**src/rtl/trap_pkg.sv**
```systemverilog
package trap_pkg;
    localparam int STACK_W = 6;

    typedef enum logic [1:0] {
        OP_HOLD,
        OP_LOAD,
        OP_PUSH,
        OP_POP
    } stack_op_e;
endpackage

```
**src/rtl/trap_mode_stack.sv**
```systemverilog
module trap_mode_stack
    import trap_pkg::*;
(
    input  logic               clk,
    input  logic               rst_n,
    input  logic               push_i,
    input  logic               pop_i,
    input  logic               load_i,
    input  logic [STACK_W-1:0] load_val_i,
    output logic [STACK_W-1:0] stack_o
);
    stack_op_e op;
    logic [STACK_W-1:0] stack_q;

    // request selection: push beats pop beats software load
    always_comb begin
        if (push_i)      op = OP_PUSH;
        else if (pop_i)  op = OP_POP;
        else if (load_i) op = OP_LOAD;
        else             op = OP_HOLD;
    end

    always_ff @(posedge clk or negedge rst_n) begin
        if (!rst_n) begin
            stack_q <= '0;
        end else begin
            unique case (op)
                OP_HOLD: stack_q <= stack_q;
                OP_LOAD: stack_q <= load_val_i;
                OP_PUSH: stack_q <= {stack_q[STACK_W-3:0], 2'b00};
                OP_POP:  stack_q <= {stack_q[STACK_W-1:STACK_W-2], stack_q[STACK_W-1:2]};
                default: stack_q <= stack_q;
            endcase
        end
    end

    assign stack_o = stack_q;

    // push moves the lower two pairs up and clears the current pair
    a_r3_push_shift: assert property (@(posedge clk) disable iff (!rst_n)
        push_i |=> (stack_o[STACK_W-1:2] == $past(stack_o[STACK_W-3:0])) && (stack_o[1:0] == 2'b00));

    // pop restores lower pairs and keeps the oldest pair
    a_r4_pop_restore: assert property (@(posedge clk) disable iff (!rst_n)
        (pop_i && !push_i) |=> (stack_o[STACK_W-3:0] == $past(stack_o[STACK_W-1:2]))
                               && $stable(stack_o[STACK_W-1:STACK_W-2]));

    // push wins over a same-cycle pop
    a_r10_push_wins: assert property (@(posedge clk) disable iff (!rst_n)
        (push_i && pop_i) |=> (stack_o[1:0] == 2'b00));
endmodule

```
**src/rtl/trap_irq_latch.sv**
```systemverilog
module trap_irq_latch #(
    parameter int LEVELS = 5
) (
    input  logic              clk,
    input  logic              rst_n,
    input  logic [LEVELS-1:0] lines_i,
    input  logic              mask_we_i,
    input  logic [LEVELS-1:0] mask_val_i,
    input  logic              cur_ie_i,
    output logic [LEVELS-1:0] pend_o,
    output logic [LEVELS-1:0] mask_o,
    output logic              irq_o
);
    logic [LEVELS-1:0] hit;

    for (genvar lv = 0; lv < LEVELS; lv++) begin : g_level
        logic pend_q;
        logic mask_q;

        always_ff @(posedge clk or negedge rst_n) begin
            if (!rst_n) begin
                pend_q <= 1'b0;
                mask_q <= 1'b0;
            end else begin
                pend_q <= lines_i[lv];
                if (mask_we_i) mask_q <= mask_val_i[lv];
            end
        end

        assign pend_o[lv] = pend_q;
        assign mask_o[lv] = mask_q;
        assign hit[lv]    = pend_q & mask_q;
    end

    assign irq_o = cur_ie_i & (|hit);

    // pending bits track the request lines one edge later
    a_r6_pend_follow: assert property (@(posedge clk) disable iff (!rst_n)
        rst_n |=> (pend_o == $past(lines_i)));
endmodule

```
**src/rtl/trap_csr_top.sv**
```systemverilog
module trap_csr_top #(
    parameter int XLEN       = 32,
    parameter int LEVELS     = 5,
    parameter int CODE_W     = 5,
    parameter int SEL_W      = 5,
    parameter int STATUS_NUM = 12,
    parameter int CAUSE_NUM  = 13,
    parameter int MASK_LSB   = 8,
    parameter int PEND_LSB   = 8,
    parameter int CODE_LSB   = 2
) (
    input  logic              clk,
    input  logic              rst_n,
    input  logic [LEVELS-1:0] irq_lines,
    input  logic              take_exc,
    input  logic [CODE_W-1:0] exc_code,
    input  logic              ret_exc,
    input  logic [SEL_W-1:0]  reg_sel,
    input  logic              reg_wr,
    input  logic [XLEN-1:0]   wr_data,
    output logic [XLEN-1:0]   rd_data,
    output logic              irq_req
);
    import trap_pkg::*;

    localparam logic [SEL_W-1:0] SEL_STATUS = SEL_W'(STATUS_NUM);
    localparam logic [SEL_W-1:0] SEL_CAUSE  = SEL_W'(CAUSE_NUM);

    logic               status_we;
    logic [STACK_W-1:0] stack;
    logic [LEVELS-1:0]  pend;
    logic [LEVELS-1:0]  mask;
    logic [CODE_W-1:0]  code_q;
    logic               unused_wr_bits;

    assign status_we      = reg_wr && (reg_sel == SEL_STATUS);
    assign unused_wr_bits = ^{wr_data[XLEN-1:MASK_LSB+LEVELS], wr_data[MASK_LSB-1:STACK_W]};

    trap_mode_stack u_stack (
        .clk        (clk),
        .rst_n      (rst_n),
        .push_i     (take_exc),
        .pop_i      (ret_exc),
        .load_i     (status_we),
        .load_val_i (wr_data[STACK_W-1:0]),
        .stack_o    (stack)
    );

    trap_irq_latch #(.LEVELS(LEVELS)) u_irq (
        .clk        (clk),
        .rst_n      (rst_n),
        .lines_i    (irq_lines),
        .mask_we_i  (status_we),
        .mask_val_i (wr_data[MASK_LSB +: LEVELS]),
        .cur_ie_i   (stack[0]),
        .pend_o     (pend),
        .mask_o     (mask),
        .irq_o      (irq_req)
    );

    // trap code: written only by the trap strobe
    always_ff @(posedge clk or negedge rst_n) begin
        if (!rst_n)        code_q <= '0;
        else if (take_exc) code_q <= exc_code;
    end

    always_comb begin
        rd_data = '0;
        if (reg_sel == SEL_STATUS) begin
            rd_data[MASK_LSB +: LEVELS] = mask;
            rd_data[STACK_W-1:0]        = stack;
        end else if (reg_sel == SEL_CAUSE) begin
            rd_data[PEND_LSB +: LEVELS] = pend;
            rd_data[CODE_LSB +: CODE_W] = code_q;
        end
    end

    // code only moves on a trap
    a_r5_code_hold: assert property (@(posedge clk) disable iff (!rst_n)
        !take_exc |=> $stable(code_q));

    // request needs the current enable
    a_r7_irq_needs_ie: assert property (@(posedge clk) disable iff (!rst_n)
        irq_req |-> stack[0]);

    // no unmasked pending level, no request
    a_r7_irq_needs_hit: assert property (@(posedge clk) disable iff (!rst_n)
        ((pend & mask) == '0) |-> !irq_req);

    // unmapped numbers read as zero
    a_r9_unmapped_zero: assert property (@(posedge clk) disable iff (!rst_n)
        (reg_sel != SEL_STATUS && reg_sel != SEL_CAUSE) |-> (rd_data == '0));
endmodule

```
**config.mk**
```make
export PLATFORM = sky130hd
export DESIGN_NAME = trap_csr_top
export DESIGN_NICKNAME = d
export VERILOG_FILES = /design/src/rtl/trap_pkg.sv /design/src/rtl/trap_mode_stack.sv /design/src/rtl/trap_irq_latch.sv /design/src/rtl/trap_csr_top.sv
export SDC_FILE = /design/constraint.sdc
export NUM_CORES = 1
export LEC_CHECK = 0
export BUFFER_PORTS_ARGS = -buffer_cell sky130_fd_sc_hd__buf_2
export CAP_MARGIN = 15
export CELL_PAD_IN_SITES_DETAIL_PLACEMENT = 0
export CELL_PAD_IN_SITES_GLOBAL_PLACEMENT = 2
export CORE_UTILIZATION = 24
export CTS_BUF_LIST = sky130_fd_sc_hd__clkbuf_16
export DETAILED_ROUTE_END_ITERATION = 12
export PLACE_DENSITY = 0.86
export SETUP_SLACK_MARGIN = 0.4
export SYNTH_ARGS = -nofsm -noshare
export SYNTH_HDL_FRONTEND = slang
export SYNTH_SLANG_ARGS = --single-unit
```
**constraint.sdc**
```tcl
create_clock -name clk -period 1.5 [get_ports clk]
set_input_delay 0.15 -clock clk [delete_from_list [all_inputs] [get_ports clk]]
set_output_delay 0.15 -clock clk [all_outputs]
set_load 0.1 [all_outputs]
```
==> results by group, run 1 <==
Synth
  – Top_reg_cell synth: dfrtp_1
  – EDFF count, synth: 0
  – Mapped Area: 1230 sq um
  – Top-area cell type share of the netlist area: 42.7%
  – Synth cell types: 29
  – Yosys warnings: 0
  – Post-Synthesis Cells: 112
  – #FFs+latches synth: 21
  – Avg Cell Area, Syn: 11.0 sq um
  – Asr flop ratio synth: 100%
  – Top cells by area, synth: dfrtp_1 43%, buf_4 12%, mux2_2 11%, a22o_1 6.4%, and2_1 2.5%
  – Area leader, netlist: dfrtp_1
  – Register area share after synthesis: 42.7%

Worst setup path
  – CP Capture Type: primary output
  – Critical-path cell list: a222oi_1 > buf_4 > a21boi_4 > buf_12
  – Worst Path Required: 1.35 ns
  – Crit Path Class: reg2out
  – CP max stage delay: 0.41 ns
  – Max stage delay cell, worst path: dfrtp_1
  – Worst setup SP type: flip-flop
  – Crit path DAT: 1.40 ns
  – Crit-path max FO: 3

Die
  – Starting utilization of the core area: 25.5%
  – Die area: 5410 sq um
  – Site row count: 25
  – Number of I/O pins: 85
  – Chip Height: 73.6 microns
  – DIE WIDTH: 73.6 microns
  – Floorplan core area: 4820 sq um

Job
  – Max_cap viols: 0

Finish
  – Commonest non-fill, non-tap cell in the layout: buf_2
  – Most frequent cells in the layout: 29 x buf_2, 21 x dfrtp_1, 20 x conb_1
  – Share of cells above drive strength 1: 52.4%
  – Storage cell area: 526 sq um
  – Final #Nets: 219
  – # fillers: 464
  – Area Overhead vs Synth: 59.1%
  – Final Util: 40.6%
  – Area of the multi-input gates: 696 sq um
  – Ant diodes: 0
  – Final Non-Filler Cells: 233

Placed design
  – RePlAce Congestion: 0.818
  – DP HPWL: 2.20 mm
  – # port buffers: 43
  – Inst Count DP: 220

Power and ir drop
  – Internal Pwr Total: 1150 uW
  – Pwr per Cell Area: 929 nW/um^2
  – Psw: 662 uW
  – Sw frac: 36.5%
  – Comb pwr share: 30.2%
  – Worst vdd ir: 0.473 mV
  – Leak Pwr: 0.000913 uW
  – Final total power: 1820 uW
  – Clock power frac: 31.6%
  – Sequential Power Share: 38.2%

Clock tree
  – Clk pin slew, worst setup/hold paths: 0.06 ns
  – Clock Tree Root: clkbuf_16
  – Cts bufs inserted: 3
  – Clk buf depth: 2
  – CTS tree: done
  – Clk Latency, worst-skew pair: 0.26 ns
  – H-Tree Depth: 1
  – Clk sinks: 21

Timing
  – Setup slack after layout: -0.0498 ns
  – Final TNS setup: -0.0498 ns
  – RSZ-0062 raised after global routing: yes
  – Max Freq: 0.645 GHz
  – Hold Violations, Final: 0
  – Final count of pins violating max slew: 0
  – Minimum clock period: 1.55 ns
  – Skew final: 0.000416 ns
  – Final Setup Violations: 1
  – Part of the cycle the worst path needs: 103%

Status
  – Status: finished, violations left
  – Violated checks: setup timing

Routing
  – DR pass1 iterations: 4
  – Total Wirelength: 3.23 mm
  – Final ANT Viol Nets: 0
  – Drt wl/cell: 13.8 microns
  – Vias per cell: 4.34
  – DRC: 0
  – Total number of vias: 1012
  – Iteration-0 DRC Markers: 45

GRT
  – Vias in the first global route: 904
  – Total global routing overflow: 0
  – First-pass GRT wire length: 4.86 mm
  – Initial antenna violation count: 0
  – Met3 usage in global routing: 3.29%
  – Global Route met1 Usage: 17.2%
  – GRT busiest layer: met2
  – Largest net degree at the start of global routing: 22
  – Met2 GRT Util: 18.1%
  – GRT Total Usage: 12.2%

Worst hold path
  – Min-delay worst type: in2reg
-- sequential cells by signal, summed over array words and instances (netlist names) --
name                  count
u_stack.stack_o           6
code_q                    5
u_irq.g_level.mask_q      5
u_irq.g_level.pend_q      5
-- worst paths after layout --
| path | from | to | slack [ns] | cells past startpoint |
|---|---|---|---|---|
| setup reg to reg | u_stack.stack_o[5]$_DFFE_PN0P_ | u_stack.stack_o[3]$_DFFE_PN0P_ | 0.51 | 3 |
| min in group asynchronous | rst_n | u_irq.g_level[3].mask_q$_DFFE_PN0P_ | 0.39 | 2 |
| setup / recovery | u_irq.g_level[1].mask_q$_DFFE_PN0P_ | irq_req | -0.05 | 4 |
| hold / removal | irq_lines[4] | u_irq.g_level[4].pend_q$_DFF_PN0_ | 0.005 | 1 |
| hold reg to reg | code_q[4]$_DFFE_PN0P_ | code_q[4]$_DFFE_PN0P_ | 0.51 | 1 |
| max in group asynchronous | rst_n | code_q[0]$_DFFE_PN0P_ | 0.78 | 2 |
-- layout make-up --
cell class | instances | share of cell area [%]
clock buffer | 3 | 3.84
clock inverter | 1 | 0.256
inverter | 3 | 0.575
multi-input combinational | 83 | 35.5
sequential | 21 | 26.9
tap | 67 | 4.28
timing repair buffer | 55 | 28.6
-- kinds of logic (layout without fill, tap and decap cells) --
family                 after synthesis  after routing  synth area share [%]
and+or+nand+nor                     25             25                  15.5
muxes                               12             12                  11.0
AOI/OAI and AO/OA                   26             26                  15.8
buffers and inverters               27             62                  14.8
DFF                                 21             21                  42.7
other                                1             20                 0.305
-- routing by layer --
| metal | vias up | part of all wire, % | wire (microns) |
|---|---|---|---|
| met5 | - | 0 | 0 |
| met4 | 0 | 0.84 | 27 |
| met3 | 5 | 8.4 | 270 |
| met2 | 53 | 45 | 1460 |
| met1 | 476 | 45 | 1460 |
| li1 | 478 | - | - |
-- through the flow --
| stage | hold slack, ns | area (sq um) | worst slack (ns) |
|---|---|---|---|
| after floorplan | -0.146 | 1330 | 0.158 |
| after global placement | 0.134 | 1670 | 0.111 |
| after detailed placement | 0.139 | 1670 | 0.109 |
| final | 0.00491 | 1960 | -0.0498 |
| after global routing | 0.00484 | 1960 | -0.0833 |
| after CTS | 0.000509 | 1920 | -0.0484 |
-- power by group through the flow --
stage               logic (uW)  clock network [uW]  registers (uW)
floorplan                  447                   0             675
global placement           511                   0             689
detailed placement         515                   0             692
CTS                        544                 585             693
global route               574                 613             704
finish                     549                 574             695
-- cells in the mapped netlist, drive strengths merged, types with 2 or more instances --
library cell	count
nor2	5
a22o	9
buf	24
inv	3
a31oi	4
nand3	4
o21ai	4
mux2	12
and2	5
nor3b	2
o211ai	2
a21oi	2
nand4	2
dfrtp	21
o311a	2
-- timing repair --
action / 4_1_cts / 5_1_grt
buffers inserted: 3 / 0
cloned: 2 / 0
setup endpoints to repair: 13 / 13
hold endpoints to repair: 21 / 3
gates resized for setup: 21 / 1
hold buffers: 1 / 3
pin swaps: 5 / 7
-- worst max-delay path: cells and delay by family, from the launching register on --
family | cells | cell delay, ns
AO/OA/AOI/OAI | 2 | 0.37
buffers and inverters | 2 | 0.35
flip-flops | 1 | 0.41
Power figures use the tool's default switching activity.
==> run 2: changes to the inputs <==
- HOLD_SLACK_MARGIN: unset -> 0.05
- SKIP_LAST_GASP: unset -> 1
==> results by group, run 2 (synthesis gave the netlist of run 1 again) <==
Routing
  – Drt wl/cell: 13.9 microns (was 13.8 microns)
  – Total Wirelength: 3.27 mm (was 3.23 mm)
  – Vias per cell: 4.29 (was 4.34)
  – Iteration-0 DRC Markers: 41 (was 45)
  – Total number of vias: 1008 (was 1012)
  – DR pass1 iterations: 4 (unchanged)
  – DRC: 0 (unchanged)
  – Final ANT Viol Nets: 0 (unchanged)

Die
  – Starting utilization of the core area: 25.5% (unchanged)
  – Site row count: 25 (unchanged)
  – Die area: 5410 sq um (unchanged)
  – DIE WIDTH: 73.6 microns (unchanged)
  – Floorplan core area: 4820 sq um (unchanged)
  – Chip Height: 73.6 microns (unchanged)
  – Number of I/O pins: 85 (unchanged)

Finish
  – Commonest non-fill, non-tap cell in the layout: buf_2 (unchanged)
  – Final Instance Area: 1980 sq um (was 1960 sq um)
  – Share of cells above drive strength 1: 51.8% (was 52.4%)
  – Most frequent cells in the layout: 29 x buf_2, 21 x dfrtp_1, 20 x conb_1 (unchanged)
  – Largest register FFs: 6 (unchanged)
  – Area Overhead vs Synth: 60.7% (was 59.1%)
  – Final Util: 41.0% (was 40.6%)
  – Ant diodes: 0 (unchanged)
  – Final #Nets: 221 (was 219)

Power and ir drop
  – Internal Pwr Total: 1160 uW (was 1150 uW)
  – Sw frac: 36.3% (was 36.5%)
  – Worst vdd ir: 0.447 mV (was 0.473 mV)
  – Sequential Power Share: 38.2% (about the same)
  – Psw: 661 uW (was 662 uW)
  – Pwr per Cell Area: 920 nW/um^2 (was 929 nW/um^2)
  – Leak Pwr: 0.000921 uW (was 0.000913 uW)
  – Comb pwr share: 30.4% (was 30.2%)
  – Clock power frac: 31.4% (was 31.6%)

Clock tree
  – Clk sinks: 21 (unchanged)
  – Clk buf depth: 2 (unchanged)
  – H-Tree Depth: 1 (unchanged)
  – Clk Latency, worst-skew pair: 0.25 ns (was 0.26 ns)
  – CTS tree: done (unchanged)
  – Cts bufs inserted: 3 (unchanged)
  – Clk pin slew, worst setup/hold paths: 0.06 ns (about the same)
  – Clock Tree Root: clkbuf_16 (unchanged)

GRT
  – First-pass GRT wire length: 4.96 mm (was 4.86 mm)
  – Largest net degree at the start of global routing: 22 (unchanged)
  – GRT Total Usage: 12.4% (was 12.2%)
  – Met2 GRT Util: 19.7% (was 18.1%)
  – Initial antenna violation count: 0 (unchanged)
  – GRT busiest layer: met2 (unchanged)
  – Met3 usage in global routing: 3.57% (was 3.29%)
  – Global Route met1 Usage: 16.5% (was 17.2%)
  – Vias in the first global route: 946 (was 904)
  – Total global routing overflow: 0 (unchanged)

Timing
  – Final Setup Violations: 1 (unchanged)
  – Skew final: 0.000811 ns (was 0.000416 ns)
  – Part of the cycle the worst path needs: 103% (about the same)
  – RSZ-0062 raised after global routing: yes (unchanged)
  – Setup slack after layout: -0.0449 ns (was -0.0498 ns)
  – Final count of pins violating max slew: 0 (unchanged)
  – Hold Violations, Final: 0 (unchanged)
  – Max Freq: 0.647 GHz (was 0.645 GHz)
  – Minimum clock period: 1.54 ns (was 1.55 ns)

Worst setup path
  – Flop2flop setup slack: 0.51 ns (about the same)
  – Worst reg2reg path endpoint: u_stack.stack_o[3]$_DFFE_PN0P_ (unchanged)
  – Register-to-Register Path Depth: 3 (unchanged)
  – Critical path origin: u_irq.g_level[3].pend_q$_DFF_PN0_ (was u_irq.g_level[1].mask_q$_DFFE_PN0P_)
  – Crit path DAT: 1.39 ns (was 1.40 ns)
  – Crit-path max FO: 2 (was 3)
  – CP Capture Type: primary output (unchanged)
  – Crit Path Class: reg2out (unchanged)
  – Worst r2r src: u_stack.stack_o[5]$_DFFE_PN0P_ (unchanged)
  – Worst setup SP type: flip-flop (unchanged)
  – Worst Path Required: 1.35 ns (about the same)

Placed design
  – RePlAce Congestion: 0.818 (unchanged)
  – # port buffers: 43 (unchanged)
  – DP HPWL: 2.20 mm (unchanged)
  – Post-DP Area: 1670 sq um (unchanged)

Worst hold path
  – Min-delay worst type: in2reg (unchanged)
  – Hold Crit Start: exc_code[4] (was irq_lines[4])
  – WHS Endpoint: code_q[4]$_DFFE_PN0P_ (was u_irq.g_level[4].pend_q$_DFF_PN0_)
  – Hold depth: 2 (was 1)

Status
  – Violated checks: setup timing (unchanged)
  – Status: finished, violations left (unchanged)

Job
  – Max_cap viols: 0 (unchanged)
run 2: changes by cell type in the layout (fill, tap and decap cells not counted), sizes merged:
cell,before,now
dlygate4sd3,4,6
run 2: timing repair:
action,CTS,global route
endpoints found under the setup margin,13,13
hold buffers,6,0
pin swaps,5,8
resized for setup,15,7
endpoints found under the hold margin,26,0
cloned,2,0
buffers inserted,3,0
run 2: worst max path at each step:
stage,to,slack (ns),cells past startpoint
6_report,irq_req,-0.04,4
3_5_place_dp,irq_req,0.11,4
3_3_place_gp,irq_req,0.11,4
5_1_grt,irq_req,-0.08,4
4_1_cts,irq_req,-0.05,4
2_1_floorplan,rd_data[10],0.16,3
run 2: stage by stage:
stage / hold WS, ns / power [uW] / setup WS (ns) / std cells / setup TNS, ns
after global routing: 0.123 / 1900 / -0.0803 / 235 / -0.0803
after detailed placement: 0.139 / 1210 / 0.109 / 220 / 0
after global placement: 0.134 / 1200 / 0.111 / 220 / 0
after floorplan: -0.146 / 1120 / 0.158 / 131 / 0
final: 0.125 / 1820 / -0.0449 / 235 / -0.0449
after CTS: 0.122 / 1820 / -0.0484 / 235 / -0.0484
run 2: power groups by stage:
stage	registers (uW)	clock network [uW]	logic [uW]
2_1_floorplan	675	0	447
3_3_place_gp	689	0	511
3_5_place_dp	692	0	515
4_1_cts	685	585	550
5_1_grt	704	614	578
6_report	695	571	552
run 2: per-layer routing:
metal / share of wire, % / vias to the layer above
met2: 45 / 47
met5: 0 / -
met4: 0.79 / 0
li1: - / 483
met3: 7.2 / 5
met1: 47 / 473
run 2: layout make-up:
| type | instances | area, sq um |
|---|---|---|
| multi-input combinational | 83 | 696 |
| timing repair buffer | 57 | 581 |
| fill | 461 | 2840 |
| clock inverter | 1 | 5.00 |
| clock buffer | 3 | 75.1 |
| tap | 67 | 83.8 |
| inverter | 3 | 11.3 |
| sequential | 21 | 526 |
run 2: critical path, stage by stage (launching register included):
cell and delay, ns:
dfrtp_1 0.39, a222oi_1 0.34, buf_4 0.18, a21boi_4 0.05
buf_12 0.17
==> run 3: changes to the inputs <==
- CTS_BUF_LIST: sky130_fd_sc_hd__clkbuf_16 -> unset
==> results by group, run 3 (synthesis gave the netlist of run 1 again) <==
Status
  – Status: finished, violations left (unchanged)
  – Violated checks: setup timing (unchanged)

Worst setup path
  – Worst r2r src: u_stack.stack_o[5]$_DFFE_PN0P_ (unchanged)
  – Worst Path Required: 1.35 ns (about the same)
  – Register-to-Register Path Depth: 3 (unchanged)
  – Crit-path max FO: 3 (was 2)
  – CP Capture Type: primary output (unchanged)
  – Worst setup SP type: flip-flop (unchanged)
  – Worst reg2reg path endpoint: u_stack.stack_o[3]$_DFFE_PN0P_ (unchanged)
  – Crit path DAT: 1.41 ns (was 1.39 ns)
  – Crit Path Class: reg2out (unchanged)
  – Flop2flop setup slack: 0.50 ns (was 0.51 ns)

Clock tree
  – H-Tree Depth: 1 (unchanged)
  – Clk Latency, worst-skew pair: 0.26 ns (was 0.25 ns)
  – CTS tree: done (unchanged)
  – Cts bufs inserted: 3 (unchanged)
  – Clk buf depth: 2 (unchanged)
  – Clk pin slew, worst setup/hold paths: 0.08 ns (was 0.06 ns)
  – Clock Tree Root: clkbuf_8 (was clkbuf_16)
  – Clk sinks: 21 (unchanged)

Routing
  – DRC: 0 (unchanged)
  – DR pass1 iterations: 4 (unchanged)
  – Drt wl/cell: 13.6 microns (was 13.9 microns)
  – Total number of vias: 1031 (was 1008)
  – Final ANT Viol Nets: 0 (unchanged)
  – Vias per cell: 4.35 (was 4.29)
  – Total Wirelength: 3.23 mm (was 3.27 mm)
  – Iteration-0 DRC Markers: 39 (was 41)

Die
  – Site row count: 25 (unchanged)
  – Number of I/O pins: 85 (unchanged)
  – DIE WIDTH: 73.6 microns (unchanged)
  – Floorplan core area: 4820 sq um (unchanged)
  – Starting utilization of the core area: 25.5% (unchanged)
  – Die area: 5410 sq um (unchanged)
  – Chip Height: 73.6 microns (unchanged)

Finish
  – Final Util: 40.8% (was 41.0%)
  – Ant diodes: 0 (unchanged)
  – Final #Nets: 223 (was 221)
  – Largest register FFs: 6 (unchanged)
  – Most frequent cells in the layout: 29 x buf_2, 21 x dfrtp_1, 20 x conb_1 (unchanged)
  – Storage cell area: 526 sq um (unchanged)
  – # fillers: 468 (was 461)
  – Share of cells above drive strength 1: 52.4% (was 51.8%)
  – Area of the multi-input gates: 688 sq um (was 696 sq um)
  – Area Overhead vs Synth: 59.6% (was 60.7%)
  – Final Non-Filler Cells: 237 (was 235)
  – Commonest non-fill, non-tap cell in the layout: buf_2 (unchanged)

Power and ir drop
  – Final total power: 1640 uW (was 1820 uW)
  – Pwr per Cell Area: 834 nW/um^2 (was 920 nW/um^2)
  – Leak Pwr: 0.000914 uW (was 0.000921 uW)
  – Internal Pwr Total: 994 uW (was 1160 uW)
  – Clock power frac: 23.2% (was 31.4%)
  – Psw: 644 uW (was 661 uW)
  – Sequential Power Share: 42.1% (was 38.2%)
  – Worst vdd ir: 0.292 mV (was 0.447 mV)
  – Comb pwr share: 34.7% (was 30.4%)
  – Sw frac: 39.3% (was 36.3%)

Timing
  – RSZ-0062 raised after global routing: yes (unchanged)
  – Setup slack after layout: -0.0572 ns (was -0.0449 ns)
  – Final count of pins violating max slew: 0 (unchanged)
  – Part of the cycle the worst path needs: 104% (was 103%)
  – Hold Violations, Final: 0 (unchanged)
  – Max Freq: 0.642 GHz (was 0.647 GHz)
  – Final Setup Violations: 1 (unchanged)
  – Minimum clock period: 1.56 ns (was 1.54 ns)
  – Skew final: 0.00283 ns (was 0.000811 ns)

Worst hold path
  – WHS Endpoint: code_q[4]$_DFFE_PN0P_ (unchanged)
  – Hold Crit Start: exc_code[4] (unchanged)
  – Min-delay worst type: in2reg (unchanged)
  – Hold depth: 2 (unchanged)

Placed design
  – DP HPWL: 2.20 mm (unchanged)
  – Inst Count DP: 220 (unchanged)
  – # port buffers: 43 (unchanged)
  – RePlAce Congestion: 0.818 (unchanged)

GRT
  – First-pass GRT wire length: 4.86 mm (was 4.96 mm)
  – GRT Total Usage: 11.9% (was 12.4%)
  – Total global routing overflow: 0 (unchanged)
  – Largest net degree at the start of global routing: 22 (unchanged)
  – Initial antenna violation count: 0 (unchanged)
  – Vias in the first global route: 968 (was 946)

Job
  – Max_cap viols: 0 (unchanged)
-- run 3: changes by cell type in the layout (fill, tap and decap cells not counted), sizes merged --
cell	delta
buf	+2
-- run 3: layout make-up --
| class | instances | share of cell area, % |
|---|---|---|
| multi-input cells | 83 | 35.1 |
| repair buffers | 59 | 31.0 |
| flip-flops and latches | 21 | 26.8 |
| well taps | 67 | 4.27 |
| clock buffers | 3 | 2.10 |
| inverters | 3 | 0.574 |
| clock inverters | 1 | 0.255 |
-- run 3: critical path, stage by stage, from the launching register on --
cell and delay [ns]:
dfrtp_1 0.40, a222oi_1 0.34, buf_4 0.18, a21boi_4 0.05, buf_12 0.17
-- run 3: stage by stage --
| stage | cell area, sq um | setup TNS (ns) | setup slack (ns) | hold WS (ns) |
|---|---|---|---|---|
| after global routing | 1960 | -0.104 | -0.104 | 0.110 |
| after CTS | 1960 | -0.0633 | -0.0633 | 0.108 |
| after detailed placement | 1670 | 0 | 0.109 | 0.139 |
| after floorplan | 1330 | 0 | 0.158 | -0.146 |
| final | 1960 | -0.0572 | -0.0572 | 0.114 |
| after global placement | 1670 | 0 | 0.111 | 0.134 |
-- run 3: repair_timing --
item	CTS	global route
buffers inserted	4	1
endpoints found under the hold margin	26	0
gates resized for setup	21	0
setup endpoints to repair	13	13
hold buffers	6	0
cloned	2	0
pin swaps	8	2
-- run 3: power groups by stage --
stage / clock network [uW] / logic (uW) / registers [uW]
floorplan: 0 / 447 / 675
global placement: 0 / 511 / 689
detailed placement: 0 / 515 / 692
CTS: 391 / 559 / 691
global route: 418 / 596 / 698
finish: 380 / 569 / 689
-- run 3: how the worst max path moves through the flow --
stage	startpoint	end	slack (ns)	cells after the start
5_1_grt	u_irq.g_level[3].mask_q$_DFFE_PN0P_	irq_req	-0.10	4
3_3_place_gp	u_irq.g_level[3].mask_q$_DFFE_PN0P_	irq_req	0.11	4
3_5_place_dp	u_irq.g_level[3].mask_q$_DFFE_PN0P_	irq_req	0.11	4
4_1_cts	u_irq.g_level[3].pend_q$_DFF_PN0_	irq_req	-0.06	4
2_1_floorplan	reg_sel[4]	rd_data[10]	0.16	3
6_report	u_irq.g_level[3].mask_q$_DFFE_PN0P_	irq_req	-0.06	4
-- run 3: layer usage --
layer	share of wire (%)	up-vias	track usage, %
li1	-	485	-
met5	0	-	0
met1	44	489	15.9
met2	47	57	19.8
met4	0	0	1.92
met3	8.4	0	3.02
